### src/rtl/rmw_pkg.sv
package rmw_pkg;
    typedef enum logic [3:0] {
        ST_IDLE,
        ST_RD_S0,
        ST_RD_S1,
        ST_RD_WAIT,
        ST_RD_END,
        ST_WR_S0,
        ST_WR_S1,
        ST_WR_WAIT,
        ST_WR_END,
        ST_DONE
    } rmw_state_t;

    localparam logic [1:0] OP_TAS  = 2'b00;
    localparam logic [1:0] OP_CAS  = 2'b01;
    localparam logic [1:0] SZ_BYTE = 2'd0;
    localparam logic [1:0] SZ_WORD = 2'd1;
endpackage

### src/rtl/rmw_modify.sv
module rmw_modify
    import rmw_pkg::*;
#(
    parameter int DW = 32
) (
    input  logic [1:0]    op,
    input  logic [1:0]    size,
    input  logic [DW-1:0] rd,
    input  logic [DW-1:0] cmp,
    input  logic [DW-1:0] upd,
    output logic          do_write,
    output logic [DW-1:0] wdata
);
    localparam int BYTE_MSB = 7;
    localparam int WORD_MSB = 15;
    localparam int LONG_MSB = DW - 1;

    logic [DW-1:0] mask;
    logic [DW-1:0] top;

    always_comb begin
        for (int i = 0; i < DW; i++) begin
            if (size == SZ_BYTE)      mask[i] = (i <= BYTE_MSB);
            else if (size == SZ_WORD) mask[i] = (i <= WORD_MSB);
            else                      mask[i] = 1'b1;
        end
        top = '0;
        if (size == SZ_BYTE)      top[BYTE_MSB] = 1'b1;
        else if (size == SZ_WORD) top[WORD_MSB] = 1'b1;
        else                      top[LONG_MSB] = 1'b1;
    end

    always_comb begin
        if (op == OP_TAS) begin
            do_write = 1'b1;
            wdata    = rd | top;
        end else if (op == OP_CAS) begin
            do_write = ((rd & mask) == (cmp & mask));
            wdata    = upd;
        end else begin
            do_write = 1'b1;
            wdata    = upd;
        end
    end
endmodule

### src/rtl/rmw_grant.sv
module rmw_grant (
    input  logic clk,
    input  logic rst_n,
    input  logic idle,
    input  logic start,
    input  logic br,
    output logic bg
);
    always_ff @(posedge clk or negedge rst_n) begin
        if (!rst_n) bg <= 1'b0;
        else        bg <= idle && !start && br;
    end
endmodule

### src/rtl/rmw_seq.sv
module rmw_seq
    import rmw_pkg::*;
#(
    parameter int AW  = 32,
    parameter int DW  = 32,
    parameter int FCW = 3
) (
    input  logic           clk,
    input  logic           rst_n,
    input  logic           req_valid,
    output logic           req_ready,
    input  logic [AW-1:0]  req_addr,
    input  logic [FCW-1:0] req_fc,
    input  logic [1:0]     req_size,
    input  logic [1:0]     req_op,
    input  logic           req_ci,
    input  logic [DW-1:0]  req_cmp,
    input  logic [DW-1:0]  req_upd,
    output logic [AW-1:0]  bus_addr,
    output logic [FCW-1:0] bus_fc,
    output logic [1:0]     bus_size,
    output logic           bus_rw,
    output logic           bus_as,
    output logic           bus_ds,
    output logic           bus_ecs,
    output logic           bus_ocs,
    output logic           bus_lock,
    output logic           bus_ci,
    output logic           cache_miss_force,
    output logic [DW-1:0]  bus_dout,
    input  logic [DW-1:0]  bus_din,
    input  logic           bus_dack,
    input  logic           bus_br,
    output logic           bus_bg,
    output logic           done,
    output logic [DW-1:0]  rd_data,
    output logic           wrote
);
    rmw_state_t     state_q, state_d;
    logic [AW-1:0]  addr_q;
    logic [FCW-1:0] fc_q;
    logic [1:0]     size_q, op_q;
    logic           ci_q, wrote_q;
    logic [DW-1:0]  cmp_q, upd_q, rd_q, wdata_q;
    logic           start, idle, do_write;
    logic [DW-1:0]  wdata_c;

    assign idle      = (state_q == ST_IDLE);
    assign req_ready = idle && !bus_bg;
    assign start     = req_valid && req_ready;

    rmw_modify #(.DW(DW)) u_mod (
        .op(op_q), .size(size_q), .rd(rd_q), .cmp(cmp_q), .upd(upd_q),
        .do_write(do_write), .wdata(wdata_c)
    );

    rmw_grant u_grant (
        .clk(clk), .rst_n(rst_n), .idle(idle), .start(start),
        .br(bus_br), .bg(bus_bg)
    );

    always_comb begin
        state_d = state_q;
        unique case (state_q)
            ST_IDLE:    if (start) state_d = ST_RD_S0;
            ST_RD_S0:   state_d = ST_RD_S1;
            ST_RD_S1:   state_d = ST_RD_WAIT;
            ST_RD_WAIT: if (bus_dack) state_d = ST_RD_END;
            ST_RD_END:  state_d = do_write ? ST_WR_S0 : ST_DONE;
            ST_WR_S0:   state_d = ST_WR_S1;
            ST_WR_S1:   state_d = ST_WR_WAIT;
            ST_WR_WAIT: if (bus_dack) state_d = ST_WR_END;
            ST_WR_END:  state_d = ST_DONE;
            ST_DONE:    state_d = ST_IDLE;
            default:    state_d = ST_IDLE;
        endcase
    end

    always_ff @(posedge clk or negedge rst_n) begin
        if (!rst_n) begin
            state_q <= ST_IDLE;
            addr_q  <= '0;
            fc_q    <= '0;
            size_q  <= '0;
            op_q    <= '0;
            ci_q    <= 1'b0;
            cmp_q   <= '0;
            upd_q   <= '0;
            rd_q    <= '0;
            wdata_q <= '0;
            wrote_q <= 1'b0;
        end else begin
            state_q <= state_d;
            if (start) begin
                addr_q  <= req_addr;
                fc_q    <= req_fc;
                size_q  <= req_size;
                op_q    <= req_op;
                ci_q    <= req_ci;
                cmp_q   <= req_cmp;
                upd_q   <= req_upd;
                wrote_q <= 1'b0;
            end
            if (state_q == ST_RD_WAIT && bus_dack) rd_q <= bus_din;
            if (state_q == ST_RD_END) begin
                wrote_q <= do_write;
                wdata_q <= wdata_c;
            end
        end
    end

    always_comb begin
        bus_rw           = 1'b1;
        bus_as           = 1'b0;
        bus_ds           = 1'b0;
        bus_ecs          = 1'b0;
        bus_ocs          = 1'b0;
        bus_lock         = 1'b0;
        bus_ci           = 1'b0;
        cache_miss_force = 1'b0;
        bus_dout         = '0;
        unique case (state_q)
            ST_RD_S0: begin
                bus_ecs = 1'b1; bus_ocs = 1'b1; bus_lock = 1'b1;
                bus_ci = ci_q; cache_miss_force = 1'b1;
            end
            ST_RD_S1, ST_RD_WAIT: begin
                bus_as = 1'b1; bus_ds = 1'b1; bus_lock = 1'b1;
                bus_ci = ci_q; cache_miss_force = 1'b1;
            end
            ST_RD_END: bus_lock = 1'b1;
            ST_WR_S0: begin
                bus_ecs = 1'b1; bus_ocs = 1'b1; bus_lock = 1'b1;
                bus_rw = 1'b0; bus_dout = wdata_q;
            end
            ST_WR_S1: begin
                bus_as = 1'b1; bus_lock = 1'b1;
                bus_rw = 1'b0; bus_dout = wdata_q;
            end
            ST_WR_WAIT: begin
                bus_as = 1'b1; bus_ds = 1'b1; bus_lock = 1'b1;
                bus_rw = 1'b0; bus_dout = wdata_q;
            end
            ST_WR_END: begin
                bus_lock = 1'b1; bus_rw = 1'b0; bus_dout = wdata_q;
            end
            default: ;
        endcase
    end

    assign bus_addr = idle ? '0 : addr_q;
    assign bus_fc   = idle ? '0 : fc_q;
    assign bus_size = idle ? '0 : size_q;
    assign done     = (state_q == ST_DONE);
    assign rd_data  = rd_q;
    assign wrote    = wrote_q;
endmodule

### config.mk
export PLATFORM = sky130hd
export DESIGN_NAME = rmw_seq
export DESIGN_NICKNAME = d
export VERILOG_FILES = /design/src/rtl/rmw_pkg.sv /design/src/rtl/rmw_modify.sv /design/src/rtl/rmw_grant.sv /design/src/rtl/rmw_seq.sv
export SDC_FILE = /design/constraint.sdc
export NUM_CORES = 1
export LEC_CHECK = 0
export BUFFER_PORTS_ARGS = -buffer_cell sky130_fd_sc_hd__buf_2
export CAP_MARGIN = 20
export CORE_MARGIN = 1
export CORE_UTILIZATION = 29
export DETAILED_ROUTE_END_ITERATION = 12
export HOLD_SLACK_MARGIN = 0.1
export SYNTH_ARGS = -nofsm -noshare
export SYNTH_HDL_FRONTEND = slang
export SYNTH_SLANG_ARGS = --single-unit
### constraint.sdc
create_clock -name clk -period 2.2 [get_ports clk]
set_input_delay 0.11 -clock clk [delete_from_list [all_inputs] [get_ports clk]]
set_output_delay 0.11 -clock clk [all_outputs]
set_load 0.02 [all_outputs]
# --- Word-level counts from Yosys, hierarchy flattened ---
# Cells that the tools add are included.
# W data, S select, Z words.
totals:
  register_bits: 174
  in_bits: 141
  out_inout_bits: 113
  word_cells: 75
classes:
  eq_ne: 15
  n_mux: 27
  n_bitwise: 3
  n_reduce_logical: 18
op_table:
  columns: ["operator", "n"]
  rows:
  - ["$mux W32", 3]
  - ["$and A32 B32 Y32", 2]
  - ["$pmux W4 S9", 1]
  - ["$eq A32 B32 Y1", 1]
  - ["$or A32 B32 Y32", 1]
  - ["$mux W1", 17]
  - ["$eq A4 B3 Y1 const B", 4]
  - ["$mux W4", 4]
  - ["$eq A4 B2 Y1 const B", 2]
  - ["$eq A4 B4 Y1 const B", 2]
  - ["$reduce_or A4 Y1", 2]
  - ["$reduce_or A8 Y1", 1]
  - ["$reduce_or A3 Y1", 2]
  - ["$logic_and A1 B1 Y1", 5]
  - ["$eq A2 B1 Y1 const B", 2]
  - ["$eq A4 B1 Y1 const B", 1]
  - ["$logic_not A2 Y1", 2]
  - ["$logic_not A4 Y1", 1]
  - ["$ne A2 B2 Y1 const B", 2]
  - ["$mux W3", 1]
  - ["$reduce_and A3 Y1", 1]
  - ["$logic_not A1 Y1", 2]
  - ["$mux W2", 1]
  - ["$ne A2 B1 Y1 const B", 1]
  - ["2 further kinds", 2]

# --- Longest topological paths before layout ---
# Gate-level depths: netlist of the first run.
logic_depth:
  word_depth: 9
  depth_mapped: 9
  ltp_nobuf: 5

# --- Cells and area by module ---
# From an unflattened synthesis of the first run, not the netlist that was laid out.
unflattened:
  hier_cells: 575
  area_unflattened_um2: 8124.0
modules_own_cells:
  columns: ["module", "n_inst", "cells_per_inst", "area_per_inst_um2", "seq_area_each_um2"]
  rows:
  - ["rmw_seq", 1, 484, 7317.0, 4329.2]
  - ["rmw_modify", 1, 89, 773.2, 0.0]
  - ["rmw_grant", 1, 2, 33.8, 25.0]

# --- Worst setup path after synthesis of the first run ---
# Ideal clock, no wire load.
synth_path:
  path_kind: "register -> register"
  start: "reg state_q[0]"
  end: "reg addr_q[0]"
  setup_time_ps: 116
  arrival_time_ps: 1672
  required_ps: 2084
  path_slack_ps: 412
  path_stages_with_launch: 9
  path_buffers: 3
  period_less_slack_ps: 1788
  path_cell_list: "dfrtp_1 > buf_4 > nor4_4 > and2b_1 > nand2_1 > buf_2 > buf_2 > nand2_1 > nand2_1"
synth_via:
  elab_chain_len: 3
synth_rtl:
  columns: ["element", "line", "rtl"]
  rows:
  - ["from (decl)", "rmw_seq.sv:39", "rmw_state_t state_q, state_d;"]
  - ["from (signal assigned)", "rmw_seq.sv:93", "state_q <= state_d;"]
  - ["$logic_not A4 Y1", "rmw_seq.sv:48", "assign idle = (state_q == ST_IDLE);"]
  - ["$logic_and A1 B1 Y1", "rmw_seq.sv:49", "assign req_ready = idle && !bus_bg;"]
  - ["net req_ready", "rmw_seq.sv:11", "output logic req_ready,"]
  - ["$logic_and A1 B1 Y1", "rmw_seq.sv:50", "assign start = req_valid && req_ready;"]
  - ["to (signal assigned)", "rmw_seq.sv:95", "addr_q <= req_addr;"]
  - ["to (decl)", "rmw_seq.sv:40", "logic [AW-1:0] addr_q;"]
# The timed path passes the listed nets, and every way through them passes these cells.
# A chain may end at the register's enable or synchronous reset.

# --- Final worst setup path of the first run ---
layout_path:
  start: "reg state_q[1]"
  end: "out bus_dout[11]"
layout_via:
  elab_chain_len: 3
  word_cells_on_any_way: 6
  cone_classes: "eq/ne: 4; mux: 1; reduce/logical: 1"
layout_rtl:
  columns: ["element", "line", "rtl"]
  rows:
  - ["$eq A4 B4 Y1 / $eq A4 B3 Y1 (equally long branches)", "rmw_seq.sv:122", "unique case (state_q)"]
  - ["$reduce_or A4 Y1 (no source line) *", null, null]
  - ["$mux W32 *", "rmw_seq.sv:122", null]
  - ["to (decl)", "rmw_seq.sv:30", "output logic [DW-1:0] bus_dout,"]
# Every way passes the cells marked *; elsewhere a longest branch is shown, timed or not.

==> impl_metrics.toml, run 1 <==
[global_routing]
grt_antenna_before_repair = 0
grt-ovfl-total = 0
grt_pass1_wl_mm = 38.5
grt_max_degree = 66
grt_pass1_vias = 7154
grt_usage_pct = 17.9

[sta]
fin_skew_ns = 0.0134
timing.final.ws_setup_ns = 0.0820
hold_viol = 0
fin_crit_sh_pct = 96.3
fin_hold_ws_ns = 0.125
max_freq_ghz = 0.472
min_period_ns = 2.12
finalMaxSlewViolations = 0
finalSetupTns_ns = 0
relSlewSlack_pct = 69.0
setup_violations = 0
tightestPinTransition_ns = 0.465

[finish]
finish.net_count = 1349
stdcell_area_mm2 = 0.0116
drive_gt1_share_pct = 29.1
areaGrowthSynthToFinish_pct = 48.3
mostFrequentLayoutCell = "nand2_1"
antennaDiodeCount = 0
final_cell_mix = "nand2_1, buf_2, dfrtp_1, dlygate4sd3_1, nor2_1"

[routing]
final_antenna_net_count = 0
routed_via_density = 4.39
wl_met2_mm = 11.8
top_layer = "met4"
firstDrtPassIters = 8
drc = 13
wirelength_mm = 24.2
vias = 6819
wl_met3_mm = 1.12
wl_met1_mm = 11.0
wl_per_cell_um = 15.5
drt_iter0_markers = 345

[die]
start_util_pct = 29.7
io_pins = 254
die_h_um = 166
die_width_um = 166
num_rows = 59
die-area_mm2 = 0.0275
design.core.area_mm2 = 0.0262

[place]
pre_cts_slack_ns = -0.0549
io_buffers = 253
gp_congestion = 0.774
dpl_cell_area_mm2 = 0.00949
dpl.hpwl_mm = 15.5

[synth]
ys_seq_area_share_pct = 55.9
async_flop_share_pct = 100
synth_compound_area_share_pct = 3.69
synth_seq_cells = 174
yosys.area_share.adder_pct = 0
synth_ff_type = "dfrtp_1"
netlist_area_mm2 = 0.00779
synth_enable_flop_cells = 0
synth_xor_xnor_area_share_pct = 3.71
synthCells = 818
syn-num-nets = 959
yosys_warnings = 0
avgSynthCellArea_um2 = 9.52
synth-simple-area-share_pct = 24.7
synthMuxAreaShare_pct = 8.35
synth_top_family_by_area = "simple AND/OR/NAND/NOR gates"
synth_cell_types = 34

[clock_network]
tritoncts = "built"
htree_num_levels = 4
cts_buffers = 17
path_clk_slew_ns = 0.07
insertion_delay_ns = 0.43
cts_sinks = 174
clock_path_buffers = 2
cts_root_buf = "clkbuf_16"

[worst_setup_path]
arrival_ns = 2.01
required_ns = 2.09
path_delay_family = "simple AND/OR/NAND/NOR gates"
crit_type = "register to primary output"
worstPathCellList = "or2_4 > nor2_2 > a21o_4 > bufbuf_16 > and2_1 > buf_2"
critPathMaxFanout = 14
rr_worst_depth = 5
crit_cells = 6
max_stage_delay_ns = 0.40
worst-path-buf-inv = 2
critPathSlowestCell = "dfrtp_2"
rrSetupSlack_ns = 0.17
worst_setup_path_start_kind = "register"
reg2reg_from = "rd_data[18]$_DFFE_PN0P_"
r2r_end = "state_q[3]$_DFFE_PN0P_"
endpoint_kind = "primary output"

[power_and_ir_drop]
power_mw = 16.4
power_density_mw_per_mm2 = 1420
p_leak_nw = 5.91
irDropWorstVdd_uv = 666

[worst_hold_path]
min-delay-start = "req_valid"
hold_depth = 4
hold_path.class = "primary input to register"
hold_path_end = "addr_q[3]$_DFFE_PN0P_"

[outcome]
status = "finished with violations"
violations = "design-rule violations"

[run]
cap_violations = 0
[flip-flops by register name, indices dropped and copies added (netlist names)]
register	count
state_q	4
rd_data	32
wrote	1
fc_q	3
u_grant.bg	1
ci_q	1
addr_q	32
cmp_q	32
upd_q	32
op_q	2
size_q	2
wdata_q	32
[area by class of cell]
| type | instances | area, µm² |
|---|---|---|
| fillers | 2537 | 14700 |
| flip-flops and latches | 174 | 4360 |
| multi-input cells | 595 | 3200 |
| repair buffers | 416 | 3030 |
| clock buffers | 19 | 443 |
| well taps | 335 | 419 |
| clock inverters | 12 | 87.6 |
| inverters | 4 | 17.5 |
[per-stage QoR]
step / cells / util (%)
after floorplan: 818 / -
after global placement: 1377 / 36.2
after detailed placement: 1377 / 36.2
after CTS: 1554 / 44.0
after global routing: 1555 / 44.1
final: 1555 / 44.1
[cells in the mapped netlist, types with 2 or more instances]
library cell  count  area (µm²)
nand2_1         321        1200
dfrtp_1         174        4350
nor2_1           42         158
nor2b_1          36         225
and2_1           33         206
xnor2_1          33         289
mux2_2           32         360
a21oi_1          31         155
mux2i_1          29         290
buf_2            20         100
clkbuf_1         16        60.1
o21ai_0           9        45.0
nand4_1           8        50.1
buf_8             5        75.1
inv_1             4        15.0
buf_4             3        22.5
and3_1            2        12.5
nor3_1            2        10.0
o22ai_1           2        12.5
o41ai_1           2        17.5
[power by group]
part	internal, mW	leakage (nW)	total (mW)	switching, mW
registers	4.71	2.13	5.81	1.11
clock network	1.48	0.260	2.81	1.33
logic	3.37	3.52	7.74	4.37
total	9.56	5.91	16.4	6.81
[cells by family after synthesis]
group	after synthesis
flops	174
mux	61
compound gates	51
xor+xnor	33
simple gates	450
buf+inv	49
[worst register-to-register path: cells and delay by family (launching register included)]
family | cells | cell delay [ns]
AO/OA/AOI/OAI | 3 | 0.91
XOR/XNOR | 1 | 0.34
flip-flops | 1 | 0.43
AND/OR/NAND/NOR | 1 | 0.22
[metal layers]
| metal | up-vias | track usage (%) |
|---|---|---|
| li1 | 3376 | - |
| met1 | 3237 | 23.0 |
| met2 | 189 | 30.4 |
| met3 | 17 | 4.15 |
| met4 | 0 | 4.71 |
| met5 | - | 0 |
[worst max-delay path by stage]
stage / start / end / slack (ns)
CTS: state_q[1]$_DFFE_PN0P_ / bus_dout[13] / 0.003
global placement: rd_data[18]$_DFFE_PN0P_ / state_q[3]$_DFFE_PN0P_ / -0.09
global route: state_q[2]$_DFFE_PN0P_ / bus_dout[21] / -0.01
detailed placement: rd_data[18]$_DFFE_PN0P_ / state_q[3]$_DFFE_PN0P_ / -0.05
finish: state_q[1]$_DFFE_PN0P_ / bus_dout[11] / 0.08
floorplan: state_q[0]$_DFFE_PN0P_ / addr_q[0]$_DFFE_PN0P_ / 0.41
[timing repair]
action                                  in CTS  in global routing
gates resized for setup                     10                  3
hold buffers                               139                  0
endpoints found under the setup margin      31                 58
gates cloned                                 2                  0
buffers inserted                             5                  1
hold endpoints to repair                   185                  0
pin swaps                                    1                  0
(Power assumes the default switching activity.)
==> inputs of run 2 (changes only) <==
--- a/config.mk
+++ b/config.mk
@@ -9,6 +9,7 @@
 export CAP_MARGIN = 20
 export CORE_MARGIN = 1
 export CORE_UTILIZATION = 29
+export CTS_BUF_LIST = sky130_fd_sc_hd__clkbuf_16
 export DETAILED_ROUTE_END_ITERATION = 12
 export HOLD_SLACK_MARGIN = 0.1
 export SYNTH_ARGS = -nofsm -noshare
==> impl_metrics.toml, run 2 (synthesis results as in run 1) <==
[routing]
firstDrtPassIters = 8
wl_met3_mm = 1.12
wirelength_mm = 24.1
vias = 6820
top_layer = "met4"
final_antenna_net_count = 0
wl_met2_mm = 11.7
routed_via_density = 4.39
wl_per_cell_um = 15.5
wl_met1_mm = 11.0
drt_iter0_markers = 355
drc = 13

[worst_setup_path]
crit_type = "register to primary output"
required_ns = 2.09
worst_setup_path_start_kind = "register"
endpoint_kind = "primary output"
critPathMaxFanout = 14
rr_worst_depth = 5
critPathSlowestCell = "dfrtp_2"
worstPathCellList = "or2_4 > nor2_2 > a21o_4 > bufbuf_16 > and2_1 > buf_2"
path_delay_family = "simple AND/OR/NAND/NOR gates"
reg2reg_from = "rd_data[18]$_DFFE_PN0P_"
worst-path-buf-inv = 2
max_stage_delay_ns = 0.40
rrSetupSlack_ns = 0.18
arrival_ns = 2.01
r2r_end = "state_q[3]$_DFFE_PN0P_"

[power_and_ir_drop]
power_mw = 16.3
irDropWorstVdd_uv = 666
p_leak_nw = 5.91
power_density_mw_per_mm2 = 1410

[place]
io_buffers = 253
dpl.hpwl_mm = 15.5
gp_congestion = 0.774

[die]
io_pins = 254
num_rows = 59
start_util_pct = 29.7
die_h_um = 166
design.core.area_mm2 = 0.0262
die-area_mm2 = 0.0275
die_width_um = 166

[sta]
max_freq_ghz = 0.472
relSlewSlack_pct = 69.0
setup_violations = 0
min_period_ns = 2.12
fin_hold_ws_ns = 0.125
tightestPinTransition_ns = 0.466
hold_viol = 0
finalMaxSlewViolations = 0
finalSetupTns_ns = 0
fin_skew_ns = 0.0131
fin_crit_sh_pct = 96.2

[clock_network]
tritoncts = "built"
cts_sinks = 174
clock_path_buffers = 2
cts_root_buf = "clkbuf_16"
path_clk_slew_ns = 0.07
insertion_delay_ns = 0.43
cts_buffers = 17
htree_num_levels = 4

[finish]
antennaDiodeCount = 0
mostFrequentLayoutCell = "nand2_1"
drive_gt1_share_pct = 29.0
final_cell_mix = "nand2_1, buf_2, dfrtp_1, dlygate4sd3_1, nor2_1"
finish.net_count = 1349
areaGrowthSynthToFinish_pct = 48.2

[global_routing]
grt-ovfl-total = 0
grt_pass1_vias = 7153
grt_max_degree = 66
grt_usage_pct = 17.9
grt_antenna_before_repair = 0
grt_pass1_wl_mm = 38.5

[worst_hold_path]
hold_depth = 4
min-delay-start = "req_valid"
hold_path_end = "addr_q[3]$_DFFE_PN0P_"
hold_path.class = "primary input to register"

[outcome]
violations = "design-rule violations"
status = "finished with violations"

[run]
cap_violations = 0
## run 2: worst max-delay path by stage
stage                     slack (ns)                      to  cells past startpoint               startpoint
after floorplan                 0.41   addr_q[0]$_DFFE_PN0P_                      8   state_q[0]$_DFFE_PN0P_
after global placement         -0.09  state_q[3]$_DFFE_PN0P_                      5  rd_data[18]$_DFFE_PN0P_
after detailed placement       -0.05  state_q[3]$_DFFE_PN0P_                      5  rd_data[18]$_DFFE_PN0P_
after CTS                      0.005            bus_dout[13]                      6   state_q[1]$_DFFE_PN0P_
after global routing           -0.01            bus_dout[21]                      7   state_q[2]$_DFFE_PN0P_
final                           0.08            bus_dout[11]                      6   state_q[1]$_DFFE_PN0P_
## run 2: cell type report
| type | count | area [µm²] |
|---|---|---|
| Clock buffer | 17 | 425 |
| Clock inverter | 14 | 95.1 |
| Fill cell | 2537 | 14700 |
| Inverter | 4 | 17.5 |
| Multi-Input combinational cell | 595 | 3200 |
| Sequential cell | 174 | 4360 |
| Tap cell | 335 | 419 |
| Timing Repair Buffer | 416 | 3030 |
## run 2: what timing repair did
item                                    CTS  global route
hold buffers                            139             0
cloned                                    2             0
endpoints found under the hold margin   185             0
resized for setup                        10             3
setup buffers                             5             1
pin swaps                                 1             0
endpoints found under the setup margin   31            58
## run 2: metal layers
metal	track usage, %	vias up
li1	-	3377
met1	23.0	3240
met5	0	-
met2	30.4	183
met4	4.71	0
met3	4.00	20
## run 2: worst register-to-register path: stages (launching register included)
cell	delay [ns]
dfrtp_1	0.43
xnor2_1	0.35
nand4_1	0.22
o41ai_2	0.33
a31oi_1	0.21
a221o_1	0.36
## run 2: stage by stage
| stage | utilization (%) | instances | cell area (µm²) | worst slack (ns) |
|---|---|---|---|---|
| 6_report | 44.0 | 1555 | 11500 | 0.0832 |
| 5_1_grt | 44.0 | 1555 | 11500 | -0.0108 |
| 4_1_cts | 44.0 | 1554 | 11500 | 0.00456 |
| 2_1_floorplan | - | 818 | 7790 | 0.412 |
| 3_3_place_gp | 36.2 | 1377 | 9490 | -0.0894 |
| 3_5_place_dp | 36.2 | 1377 | 9490 | -0.0549 |
## run 2: where the power goes
group / switching [mW] / total (mW) / leakage [nW] / internal, mW
registers: 1.11 / 5.82 / 2.13 / 4.71
logic: 4.38 / 7.75 / 3.52 / 3.37
clock network: 1.32 / 2.76 / 0.259 / 1.44
